## src/rtl/spi_regs_pkg.sv

```systemverilog
package spi_regs_pkg;
  localparam int REG_W = 16;
  localparam int NREG  = 7;

  typedef enum logic [2:0] {
    IX_CTL, IX_FLG, IX_BAUD, IX_STAT, IX_TDBR, IX_RDBR, IX_SHADOW
  } reg_ix_e;

  localparam int BIT_DONE = 0;
  localparam int BIT_TXF  = 3;
  localparam int BIT_RXF  = 5;
  localparam int BIT_EN   = 14;
  localparam logic [1:0] MODE_CORE = 2'b01;
  localparam logic [1:0] SZ_HALF   = 2'b01;

  localparam logic [REG_W-1:0] FIXED_MASK =
    REG_W'((1 << BIT_DONE) | (1 << BIT_TXF) | (1 << BIT_RXF));
  localparam logic [REG_W-1:0] STICKY_MASK = ~FIXED_MASK;
  localparam logic [REG_W-1:0] STAT_RST = REG_W'(1 << BIT_DONE);

  // Next status value: write-one-to-clear first, then core-mode flags, then hw set (set wins).
  function automatic logic [REG_W-1:0] stat_next(
    input logic [REG_W-1:0] cur,
    input logic [REG_W-1:0] wdat,
    input logic             w1c,
    input logic [REG_W-1:0] hwset,
    input logic             core_evt);
    logic [REG_W-1:0] n;
    n = cur & ~(w1c ? (wdat & STICKY_MASK) : '0);
    if (core_evt) begin
      n[BIT_RXF] = 1'b1;
      n[BIT_TXF] = 1'b0;
    end
    n = n | (hwset & STICKY_MASK);
    return n;
  endfunction

  function automatic logic core_start(input logic [REG_W-1:0] c);
    return c[BIT_EN] && (c[1:0] == MODE_CORE);
  endfunction
endpackage

```

## src/rtl/spi_reg_decode.sv

```systemverilog
module spi_reg_decode
  import spi_regs_pkg::*;
#(
  parameter int ADDR_W = 8
) (
  input  logic              clk,
  input  logic              rst_n,
  input  logic              wr_en,
  input  logic [ADDR_W-1:0] wr_addr,
  input  logic [1:0]        wr_size,
  output logic [NREG-1:0]   sel,
  output logic              acc_err
);
  localparam int IXW = ADDR_W - 2;

  logic            size_bad;
  logic            addr_miss;
  logic [IXW-1:0]  ix;

  assign ix        = wr_addr[ADDR_W-1:2];
  assign size_bad  = (wr_size != SZ_HALF);
  assign addr_miss = (wr_addr[1:0] != 2'b00) || (ix >= IXW'(NREG));
  assign acc_err   = wr_en && (size_bad || addr_miss);

  for (genvar i = 0; i < NREG; i++) begin : g_sel
    assign sel[i] = wr_en && !size_bad && !addr_miss && (ix == IXW'(i));
  end

  // a bad width never selects a register, mapped or not
  p_width_first_r3: assert property (@(posedge clk) disable iff (!rst_n)
    (wr_en && size_bad) |-> (acc_err && (sel == '0)));
  // halfword to a hole selects nothing and errors
  p_hole_err_r4: assert property (@(posedge clk) disable iff (!rst_n)
    (wr_en && !size_bad && addr_miss) |-> (acc_err && (sel == '0)));
endmodule

```

## src/rtl/spi_reg_bank.sv

```systemverilog
module spi_reg_bank
  import spi_regs_pkg::*;
#(
  parameter int SKIP = 3
) (
  input  logic                       clk,
  input  logic                       rst_n,
  input  logic [NREG-1:0]            sel,
  input  logic [REG_W-1:0]           wdata,
  output logic [NREG-1:0][REG_W-1:0] q
);
  for (genvar i = 0; i < NREG; i++) begin : g_reg
    if (i == SKIP) begin : g_hole
      assign q[i] = '0;
    end else begin : g_plain
      always_ff @(posedge clk or negedge rst_n) begin
        if (!rst_n)      q[i] <= '0;
        else if (sel[i]) q[i] <= wdata;
      end
    end
  end

  // without a selected register the plain bank holds
  p_bank_hold_r3: assert property (@(posedge clk) disable iff (!rst_n)
    (sel == '0) |=> $stable(q));
endmodule

```

## src/rtl/spi_reg_status.sv

```systemverilog
module spi_reg_status
  import spi_regs_pkg::*;
(
  input  logic             clk,
  input  logic             rst_n,
  input  logic             w1c_we,
  input  logic [REG_W-1:0] wdata,
  input  logic [REG_W-1:0] hw_set,
  input  logic             core_evt,
  output logic [REG_W-1:0] stat_q
);
  logic [REG_W-1:0] stat_d;
  logic [REG_W-1:0] clr_req;

  assign clr_req = w1c_we ? (wdata & STICKY_MASK) : '0;
  assign stat_d  = stat_next(stat_q, wdata, w1c_we, hw_set, core_evt);

  always_ff @(posedge clk or negedge rst_n) begin
    if (!rst_n) stat_q <= STAT_RST;
    else        stat_q <= stat_d;
  end

  // requested clears without a competing set take effect
  p_clear_r5: assert property (@(posedge clk) disable iff (!rst_n)
    (|(clr_req & ~hw_set)) |=> ((stat_q & $past(clr_req & ~hw_set)) == '0));
  // engine-owned flags ignore a status write
  p_fixed_hold_r6: assert property (@(posedge clk) disable iff (!rst_n)
    (w1c_we && !core_evt) |=> ((stat_q & FIXED_MASK) == ($past(stat_q) & FIXED_MASK)));
  // a hw set always lands, even against a clear
  p_set_wins_r8: assert property (@(posedge clk) disable iff (!rst_n)
    (|(hw_set & STICKY_MASK)) |=>
      ((stat_q & $past(hw_set & STICKY_MASK)) == $past(hw_set & STICKY_MASK)));
  // core-mode transmit write flips the buffer flags
  p_core_flags_r9: assert property (@(posedge clk) disable iff (!rst_n)
    core_evt |=> (stat_q[BIT_RXF] && !stat_q[BIT_TXF]));
endmodule

```

## src/rtl/spi_reg_front.sv

```systemverilog
module spi_reg_front
  import spi_regs_pkg::*;
#(
  parameter int ADDR_W = 8,
  parameter int BUS_W  = 32
) (
  input  logic              clk,
  input  logic              rst_n,
  input  logic              wr_en,
  input  logic [ADDR_W-1:0] wr_addr,
  input  logic [1:0]        wr_size,
  input  logic [BUS_W-1:0]  wr_data,
  input  logic [REG_W-1:0]  err_set,
  output logic              bus_err,
  output logic [REG_W-1:0]  ctl,
  output logic [REG_W-1:0]  flg,
  output logic [REG_W-1:0]  baud,
  output logic [REG_W-1:0]  stat,
  output logic [REG_W-1:0]  tdbr,
  output logic [REG_W-1:0]  rdbr,
  output logic [REG_W-1:0]  shadow
);
  logic [NREG-1:0]            sel;
  logic                       acc_err;
  logic [NREG-1:0][REG_W-1:0] bank_q;
  logic [REG_W-1:0]           wdat16;
  logic                       tdbr_core_evt;
  logic                       err_q;

  assign wdat16 = wr_data[REG_W-1:0];

  spi_reg_decode #(.ADDR_W(ADDR_W)) u_dec (
    .clk(clk), .rst_n(rst_n), .wr_en(wr_en), .wr_addr(wr_addr),
    .wr_size(wr_size), .sel(sel), .acc_err(acc_err));

  spi_reg_bank #(.SKIP(int'(IX_STAT))) u_bank (
    .clk(clk), .rst_n(rst_n), .sel(sel), .wdata(wdat16), .q(bank_q));

  assign tdbr_core_evt = sel[IX_TDBR] && core_start(bank_q[IX_CTL]);

  spi_reg_status u_stat (
    .clk(clk), .rst_n(rst_n), .w1c_we(sel[IX_STAT]), .wdata(wdat16),
    .hw_set(err_set), .core_evt(tdbr_core_evt), .stat_q(stat));

  always_ff @(posedge clk or negedge rst_n) begin
    if (!rst_n) err_q <= 1'b0;
    else        err_q <= acc_err;
  end

  assign bus_err = err_q;
  assign ctl     = bank_q[IX_CTL];
  assign flg     = bank_q[IX_FLG];
  assign baud    = bank_q[IX_BAUD];
  assign tdbr    = bank_q[IX_TDBR];
  assign rdbr    = bank_q[IX_RDBR];
  assign shadow  = bank_q[IX_SHADOW];

  // wrong width pulses the error and leaves control alone
  p_width_pulse_r3: assert property (@(posedge clk) disable iff (!rst_n)
    (wr_en && wr_size != SZ_HALF) |=> (bus_err && $stable(ctl)));
  // halfword beyond the map pulses the error
  p_hole_pulse_r4: assert property (@(posedge clk) disable iff (!rst_n)
    (wr_en && wr_size == SZ_HALF && wr_addr >= ADDR_W'(NREG * 4)) |=> bus_err);
  // an accepted halfword never raises the error
  p_no_err_ok_r2: assert property (@(posedge clk) disable iff (!rst_n)
    (wr_en && wr_size == SZ_HALF && wr_addr[1:0] == 2'b00 &&
     wr_addr < ADDR_W'(NREG * 4)) |=> !bus_err);
endmodule

```

## config.mk

```make
export PLATFORM = sky130hd
export DESIGN_NAME = spi_reg_front
export DESIGN_NICKNAME = d
export VERILOG_FILES = /design/src/rtl/spi_regs_pkg.sv /design/src/rtl/spi_reg_decode.sv /design/src/rtl/spi_reg_bank.sv /design/src/rtl/spi_reg_status.sv /design/src/rtl/spi_reg_front.sv
export SDC_FILE = /design/constraint.sdc
export NUM_CORES = 1
export LEC_CHECK = 0
export BUFFER_PORTS_ARGS = -buffer_cell sky130_fd_sc_hd__clkbuf_2
export CAP_MARGIN = 10
export CORE_MARGIN = 2
export CORE_UTILIZATION = 48
export DETAILED_ROUTE_END_ITERATION = 10
export PLACE_DENSITY = 0.79
export SLEW_MARGIN = 15
export SYNTH_ARGS = -nofsm -noshare
export SYNTH_HDL_FRONTEND = slang
export SYNTH_SLANG_ARGS = --single-unit
```

## constraint.sdc

```tcl
create_clock -name clk -period 1 [get_ports clk]
set_input_delay 0 -clock clk [delete_from_list [all_inputs] [get_ports clk]]
set_output_delay 0 -clock clk [all_outputs]
set_load 0.02 [all_outputs]
```

==> results of run 1 <==
-- metal layers --
layer,wire (um),vias up
met5,0,-
met4,148,0
met3,736,13
met2,6050,132
met1,5420,1623
li1,-,1443
-- critical path: stages --
cell and delay [ns]:
sky130_fd_sc_hd__buf_6 0.09, sky130_fd_sc_hd__or4_4 0.58, sky130_fd_sc_hd__or4_4 0.67, sky130_fd_sc_hd__mux2_4 0.33
-- power groups by stage --
stage | Combinational [W] | Sequential [W] | Clock, W
after CTS | 0.000729 | 0.00458 | 0.00268
after detailed placement | 0.000588 | 0.00467 | 0
after global placement | 0.000569 | 0.00467 | 0
after global routing | 0.000826 | 0.00459 | 0.00283
final | 0.000767 | 0.00458 | 0.00262
after floorplan | 0.000136 | 0.00474 | 0
-- sequential cells by signal, summed over array words and instances (netlist names) --
signal,count
u_bank.q,96
u_stat.stat_q,14
bus_err,1
-- Yosys cell counts (all sizes together) --
master | instances | share of area, %
a41o | 1 | 0.23
a31oi | 14 | 2.0
or4 | 3 | 0.76
nor4 | 5 | 2.1
nor3 | 1 | 0.11
nor2 | 13 | 1.1
or4bb | 1 | 0.25
or2 | 1 | 0.14
mux2 | 96 | 26
dfrtp | 111 | 63
nor4b | 1 | 0.20
clkbuf | 2 | 0.17
buf | 11 | 2.5
nand3 | 1 | 0.11
conb | 2 | 0.17
inv | 16 | 1.4
nand4b | 1 | 0.20
nand2b | 1 | 0.14
-- cell type report --
type | instances | area share, %
clock buffer | 10 | 2.09
clock inverter | 6 | 0.778
inverter | 16 | 0.911
multi-input combinational | 143 | 28.4
sequential | 111 | 42.1
tap | 111 | 2.11
timing repair buffer | 223 | 23.6
-- timing repair --
item | CTS | global route
hold endpoints to repair | 215 | 0
pin swaps | 7 | 12
hold buffers | 35 | 0
setup buffers | 6 | 5
setup endpoints to repair | 110 | 111
resized for setup | 49 | 26
gates cloned | 3 | 2
-- path summary, 6_finish.rpt --
path	startpoint	to	slack, ns	depth (start not counted)
min in group asynchronous	rst_n	u_stat.stat_q[11]$_DFF_PN0_	0.08	2
max in group asynchronous	rst_n	u_bank.q[101]$_DFFE_PN0P_	0.40	3
worst min register to register	u_stat.stat_q[5]$_DFF_PN0_	u_stat.stat_q[5]$_DFF_PN0_	0.49	1
worst max-delay path	wr_addr[6]	u_bank.q[44]$_DFFE_PN0P_	-0.43	4
worst max register to register	u_bank.q[14]$_DFFE_PN0P_	u_bank.q[14]$_DFFE_PN0P_	0.07	2
worst min-delay path	wr_addr[2]	bus_err$_DFF_PN0_	0.07	4
-- stage by stage --
| step | area (sq um) | std cells | TNS [ns] | setup slack (ns) | hold WS [ns] |
|---|---|---|---|---|---|
| after floorplan | 4560 | 281 | -79.54 | -0.869 | -0.296 |
| after global placement | 5590 | 554 | -80.77 | -0.812 | -0.0806 |
| after detailed placement | 5590 | 554 | -84.26 | -0.843 | -0.0751 |
| after CTS | 6410 | 614 | -37.47 | -0.428 | 0.00394 |
| after global routing | 6590 | 620 | -41.49 | -0.448 | 0.0704 |
| final | 6590 | 620 | -40.48 | -0.434 | 0.0657 |
-- cell families (layout without fill, tap and decap cells) --
group / count (synthesis) / after routing / synth area share (%)
simple gates: 28 / 30 / 5.07
mux: 96 / 96 / 26.0
buf+inv: 29 / 255 / 3.97
compound gates: 15 / 15 / 2.20
other cells: 2 / 2 / 0.169
flops: 111 / 111 / 62.6
==> reports/metrics.json, run 1 <==
{
  "seq_power_share_pct": 57.5,
  "initial_core_util_pct": 48.8,
  "cts_sinks": 111,
  "internal_power_w": 0.00592,
  "nFillCells": 607,
  "number_of_global_route_vias_before_repair": 3424,
  "firstDrtPassIters": 4,
  "avgRoutedWirePerCell_um": 19.9,
  "grt_use_met1_pct": 32.6,
  "worst-path-max-fanout": 8,
  "sequential_standard_cell_area_sq_um": 2780,
  "cts.path.max_buffers": 2,
  "grt_first_pass_wirelength_um": 18600,
  "overflow": 0,
  "grt_antenna_before_repair": 0,
  "cts_tree": "done",
  "drc": 0,
  "num_rows": 35,
  "cts.root.buffer_cell": "sky130_fd_sc_hd__clkbuf_8",
  "final_util_pct": 72.4,
  "synth.cell_area_sq_um": 4440,
  "syn_area_per_cell_sq_um": 15.8,
  "combinationalPowerShare_pct": 9.6,
  "powerDensity_nw_per_um2": 1210,
  "drv.max_cap_violation_count": 0,
  "swShare_pct": 25.7,
  "grt_start_max_net_pins": 38,
  "mostFrequentLayoutCell": "sky130_fd_sc_hd__clkbuf_2",
  "dr.first_iter.drc_count": 81,
  "mostFrequentLayoutCells": "149 x sky130_fd_sc_hd__clkbuf_2, 111 x sky130_fd_sc_hd__dfrtp_1, 83 x sky130_fd_sc_hd__mux2_4",
  "timing.fmax_mhz": 697,
  "busiest_layer": "met2",
  "yosysSeqAreaShare_pct": 62.6,
  "timing.final.max_slew_violations": 0,
  "drt-total-wl_um": 12300,
  "dp_hpwl_um": 7180,
  "buffer_ports.inserted": 152,
  "die_h_um": 100,
  "timing_worst_setup_path_type": "in -> reg",
  "critical_path.endpoint_type": "flip-flop",
  "floorplan.io_pins": 174,
  "multiInputGateArea_sq_um": 1870,
  "synth_nets": 342,
  "final_nets": 565,
  "clkTransAtPathRegs_ns": 0.11,
  "p_leak_nw": 3.49,
  "dieArea_sq_um": 10000,
  "worstHoldPathType": "in -> reg",
  "fin_crit_sh_pct": 143,
  "route.antenna.remaining_nets": 0,
  "synth_seq_cells": 111,
  "worst_ep_arrival_time_ns": 1.68,
  "route.vias.total": 3211,
  "outcome": "finished with violations",
  "synthToLayoutAreaGrowth_pct": 48.4,
  "use_met3_pct": 4.87,
  "grt_use_total_pct": 24.2,
  "placeableCoreArea_sq_um": 9110,
  "period_needed_ns": 1.43,
  "grtUsageMet2_pct": 39.2,
  "total_power_w": 0.00797,
  "drive_above_1_share_pct": 62.5,
  "timing.final.hold_violations": 0,
  "clock-skew-final_ns": 0.000609,
  "clkPwrFrac_pct": 32.8,
  "distinct_cells_synth": 24,
  "clkLatencyLatePin_ns": 0.35,
  "fin_ws_ns": -0.434,
  "vias_per_cell": 5.18,
  "timing.critical_path.required_ns": 1.25,
  "cts_max_level": 3,
  "routabilityCongestion": 0.740,
  "violations": "negative setup slack",
  "total_switching_power_w": 0.00205,
  "postSynthCellCount": 281,
  "vdd_drop_max_mv": 0.654,
  "antenna_cells_inserted": 0,
  "die_w_um": 100,
  "yosysWarnings": 0,
  "cts-buffers-inserted": 9,
  "setup.worst_path.start_class": "primary input",
  "final-setup-viol-count": 110,
  "setup_repair_after_global_routing_missed_its_margin": "true"
}
Note: power is estimated with default switching activity, not from simulation.
==> run 2: changes to the inputs <==
==> constraint.sdc (replaced) <==
create_clock -name clk -period 1.6 [get_ports clk]
set_input_delay 0 -clock clk [delete_from_list [all_inputs] [get_ports clk]]
set_output_delay 0 -clock clk [all_outputs]
set_load 0.02 [all_outputs]
==> run 2 against run 1 <==
Effect of this change: critical path depth unchanged; critical endpoint is now u_bank.q[43]$_DFFE_PN0P_; routed wire length is 17% lower; worst hold slack gained 0.15 ns; power is 39% lower; sequential share of layout area rose by 4.7 points; die area is the same; clock skew rose by 0.0018 ns; the run now ends clean; flip-flop and latch count unchanged; critical path type unchanged; global-route usage shrank 2.8 points.
==> reports/metrics.json, run 2 (synthesized netlist as in run 1, its figures left out) <==
{
  "cts-buffers-inserted": {"value": 9, "change": "unchanged"},
  "overflow": {"value": 0, "change": "unchanged"},
  "setup.reg_to_reg.worst_slack": {"value": 0.79, "unit": "ns", "change": "+0.72 ns"},
  "max_slew.worst_pin.slew_ns": 0.595,
  "route.antenna.remaining_nets": {"value": 0, "change": "unchanged"},
  "period_needed_ns": 1.46,
  "placement.cell_area": {"value": 5420, "unit": "sq um", "change": "-3.1%"},
  "fin_crit_sh_pct": 91.2,
  "die_w": {"value": 100, "unit": "um", "change": "unchanged"},
  "number_of_global_route_vias_before_repair": {"value": 3198, "change": "-6.6%"},
  "worst_ep_arrival_time": {"value": 1.70, "unit": "ns", "change": "+0.02 ns"},
  "max_slew_margin_pct": 60.4,
  "combinationalPowerShare": {"value": 8.0, "unit": "%", "change": "-1.6 points"},
  "dr.first_iter.drc_count": {"value": 46, "change": "-43%"},
  "drt-total-wl": {"value": 10300, "unit": "um", "change": "-17%"},
  "total_switching_power": {"value": 0.00118, "unit": "W", "change": "-42%"},
  "drive_above_1_share": {"value": 60.0, "unit": "%", "change": "-2.5 points"},
  "setup_repair_after_global_routing_missed_its_margin": "false",
  "clkLatencyLatePin": {"value": 0.36, "unit": "ns", "change": "about the same"},
  "cts_setup_buffers": {"value": 0, "change": "-6"},
  "setup.worst_path.start_class": "primary input",
  "drc": {"value": 0, "change": "unchanged"},
  "timing.fmax_mhz": 686,
  "route.vias.total": {"value": 3025, "change": "-5.8%"},
  "vias_per_cell": {"value": 5.06, "change": "-2.3%"},
  "critical_path.endpoint_type": "flip-flop",
  "seq_power_share": {"value": 58.9, "unit": "%", "change": "+1.4 points"},
  "cts_max_level": {"value": 3, "change": "unchanged"},
  "worst-path-max-fanout": {"value": 16, "change": "+8"},
  "drv.max_cap_violation_count": {"value": 0, "change": "unchanged"},
  "timing.final.max_slew_violations": {"value": 0, "change": "unchanged"},
  "grt_first_pass_wirelength": {"value": 16600, "unit": "um", "change": "-11%"},
  "clkTransAtPathRegs": {"value": 0.10, "unit": "ns", "change": "about the same"},
  "cts.root.buffer_cell": "sky130_fd_sc_hd__clkbuf_8",
  "initial_core_util": {"value": 48.8, "unit": "%", "change": "unchanged"},
  "avgRoutedWirePerCell": {"value": 17.2, "unit": "um", "change": "-14%"},
  "timing.final.hold_violations": {"value": 0, "change": "unchanged"},
  "timing.critical_path.required": {"value": 1.85, "unit": "ns", "change": "+0.60 ns"},
  "final_nets": {"value": 543, "change": "-3.9%"},
  "placeableCoreArea": {"value": 9110, "unit": "sq um", "change": "unchanged"},
  "powerDensity": {"value": 819, "unit": "nW/um^2", "change": "-32%"},
  "clkPwrFrac": {"value": 33.0, "unit": "%", "change": "+0.2 points"},
  "final.setup.tns": {"value": 0, "unit": "ns", "change": "+40.48 ns"},
  "synthToLayoutAreaGrowth_pct": 33.5,
  "p_leak": {"value": 3.27, "unit": "nW", "change": "-6.4%"},
  "swShare": {"value": 24.3, "unit": "%", "change": "-1.4 points"},
  "vdd_drop_max": {"value": 0.549, "unit": "mV", "change": "-16%"},
  "die_h": {"value": 100, "unit": "um", "change": "unchanged"},
  "timing_worst_setup_path_type": "in -> reg",
  "dp_hpwl": {"value": 7110, "unit": "um", "change": "-1.1%"},
  "grt_use_total": {"value": 21.4, "unit": "%", "change": "-2.8 points"},
  "internal_power": {"value": 0.00368, "unit": "W", "change": "-38%"},
  "num_rows": {"value": 35, "change": "unchanged"},
  "dieArea": {"value": 10000, "unit": "sq um", "change": "unchanged"},
  "cts_sinks": {"value": 111, "change": "unchanged"},
  "grt_start_max_net_pins": {"value": 112, "change": "+190%"},
  "mostFrequentLayoutCells": "151 x sky130_fd_sc_hd__clkbuf_2, 111 x sky130_fd_sc_hd__dfrtp_1, 75 x sky130_fd_sc_hd__mux2_2",
  "largest_register_ff_count": {"value": 96, "change": "unchanged"},
  "final_design_area_no_fill": {"value": 5930, "unit": "sq um", "change": "-10%"},
  "registers.top_by_ff_count": "u_bank.q",
  "outcome": "finished clean",
  "buffer_ports.inserted": {"value": 152, "change": "unchanged"},
  "final-setup-viol-count": {"value": 0, "change": "-100%"},
  "grt_antenna_before_repair": {"value": 0, "change": "unchanged"},
  "floorplan.io_pins": {"value": 174, "change": "unchanged"},
  "clock-skew-final": {"value": 0.00240, "unit": "ns", "change": "+0.00179 ns"},
  "antenna_cells_inserted": {"value": 0, "change": "unchanged"},
  "firstDrtPassIters": {"value": 4, "change": "unchanged"},
  "mostFrequentLayoutCell": "sky130_fd_sc_hd__clkbuf_2",
  "worstHoldPathType": "in -> async",
  "cts_tree": "done",
  "cts.path.max_buffers": {"value": 2, "change": "unchanged"},
  "routabilityCongestion": {"value": 0.772, "change": "+4.3%"}
}
run 2: cell types whose count changed in the layout (fill, tap and decap cells not counted), sizes merged:
cell and change:
clkinv +1, buf -18, inv -2, dlygate4sd3 -3
or4 -2, clkbuf +2
run 2: path summary, 6_finish.rpt:
kind / depth (start not counted) / startpoint / to
min: 3 / rst_n / u_bank.q[21]$_DFFE_PN0P_
min reg2reg: 1 / u_stat.stat_q[5]$_DFF_PN0_ / u_stat.stat_q[5]$_DFF_PN0_
max reg2reg: 1 / u_bank.q[0]$_DFFE_PN0P_ / u_bank.q[0]$_DFFE_PN0P_
min in group clk: 5 / wr_addr[3] / u_stat.stat_q[10]$_DFF_PN0_
max: 4 / wr_addr[1] / u_bank.q[43]$_DFFE_PN0P_
max in group asynchronous: 3 / rst_n / u_bank.q[104]$_DFFE_PN0P_
run 2: through the flow:
| stage | total power [W] | hold slack, ns | utilization (%) | std cells | worst slack (ns) |
|---|---|---|---|---|---|
| 3_3_place_gp | 0.00324 | 0.115 | 59.5 | 550 | -0.214 |
| 5_1_grt | 0.00506 | 0.242 | 65.1 | 598 | 0.0662 |
| 2_1_floorplan | 0.00304 | -0.296 | - | 281 | -0.269 |
| 4_1_cts | 0.00492 | 0.212 | 65.1 | 598 | 0.156 |
| 3_5_place_dp | 0.00325 | 0.125 | 59.5 | 550 | -0.239 |
| 6_report | 0.00485 | 0.213 | 65.1 | 598 | 0.142 |
run 2: final cells by class:
class	count	area, sq um
inverters	16	60.1
clock inverters	5	40.0
well taps	111	139
fillers	711	3180
flip-flops and latches	111	2780
multi-input cells	141	1500
clock buffers	11	151
repair buffers	203	1260
run 2: power by group through the flow:
stage	Combinational [W]	Clock (W)	Sequential, W
floorplan	0.0000786	0	0.00296
global placement	0.000322	0	0.00292
detailed placement	0.000333	0	0.00292
CTS	0.000394	0.00166	0.00286
global route	0.000429	0.00176	0.00287
finish	0.000390	0.00160	0.00286
run 2: per-layer routing:
metal	vias up	wire length, um	track usage, %
met3	10	624	5.92
li1	1397	-	-
met5	-	0	0
met4	0	130	5.48
met1	1509	4640	28.9
met2	109	4890	34.4
run 2: worst max-delay path: stages:
cell and delay (ns):
sky130_fd_sc_hd__clkbuf_2 0.09, sky130_fd_sc_hd__or4_4 0.54, sky130_fd_sc_hd__or4_4 0.71, sky130_fd_sc_hd__mux2_4 0.35
run 2: timing repair:
action / 4_1_cts / 5_1_grt
hold buffers: 32 / 0
endpoints found under the hold margin: 221 / 0
resized for setup: 0 / 0
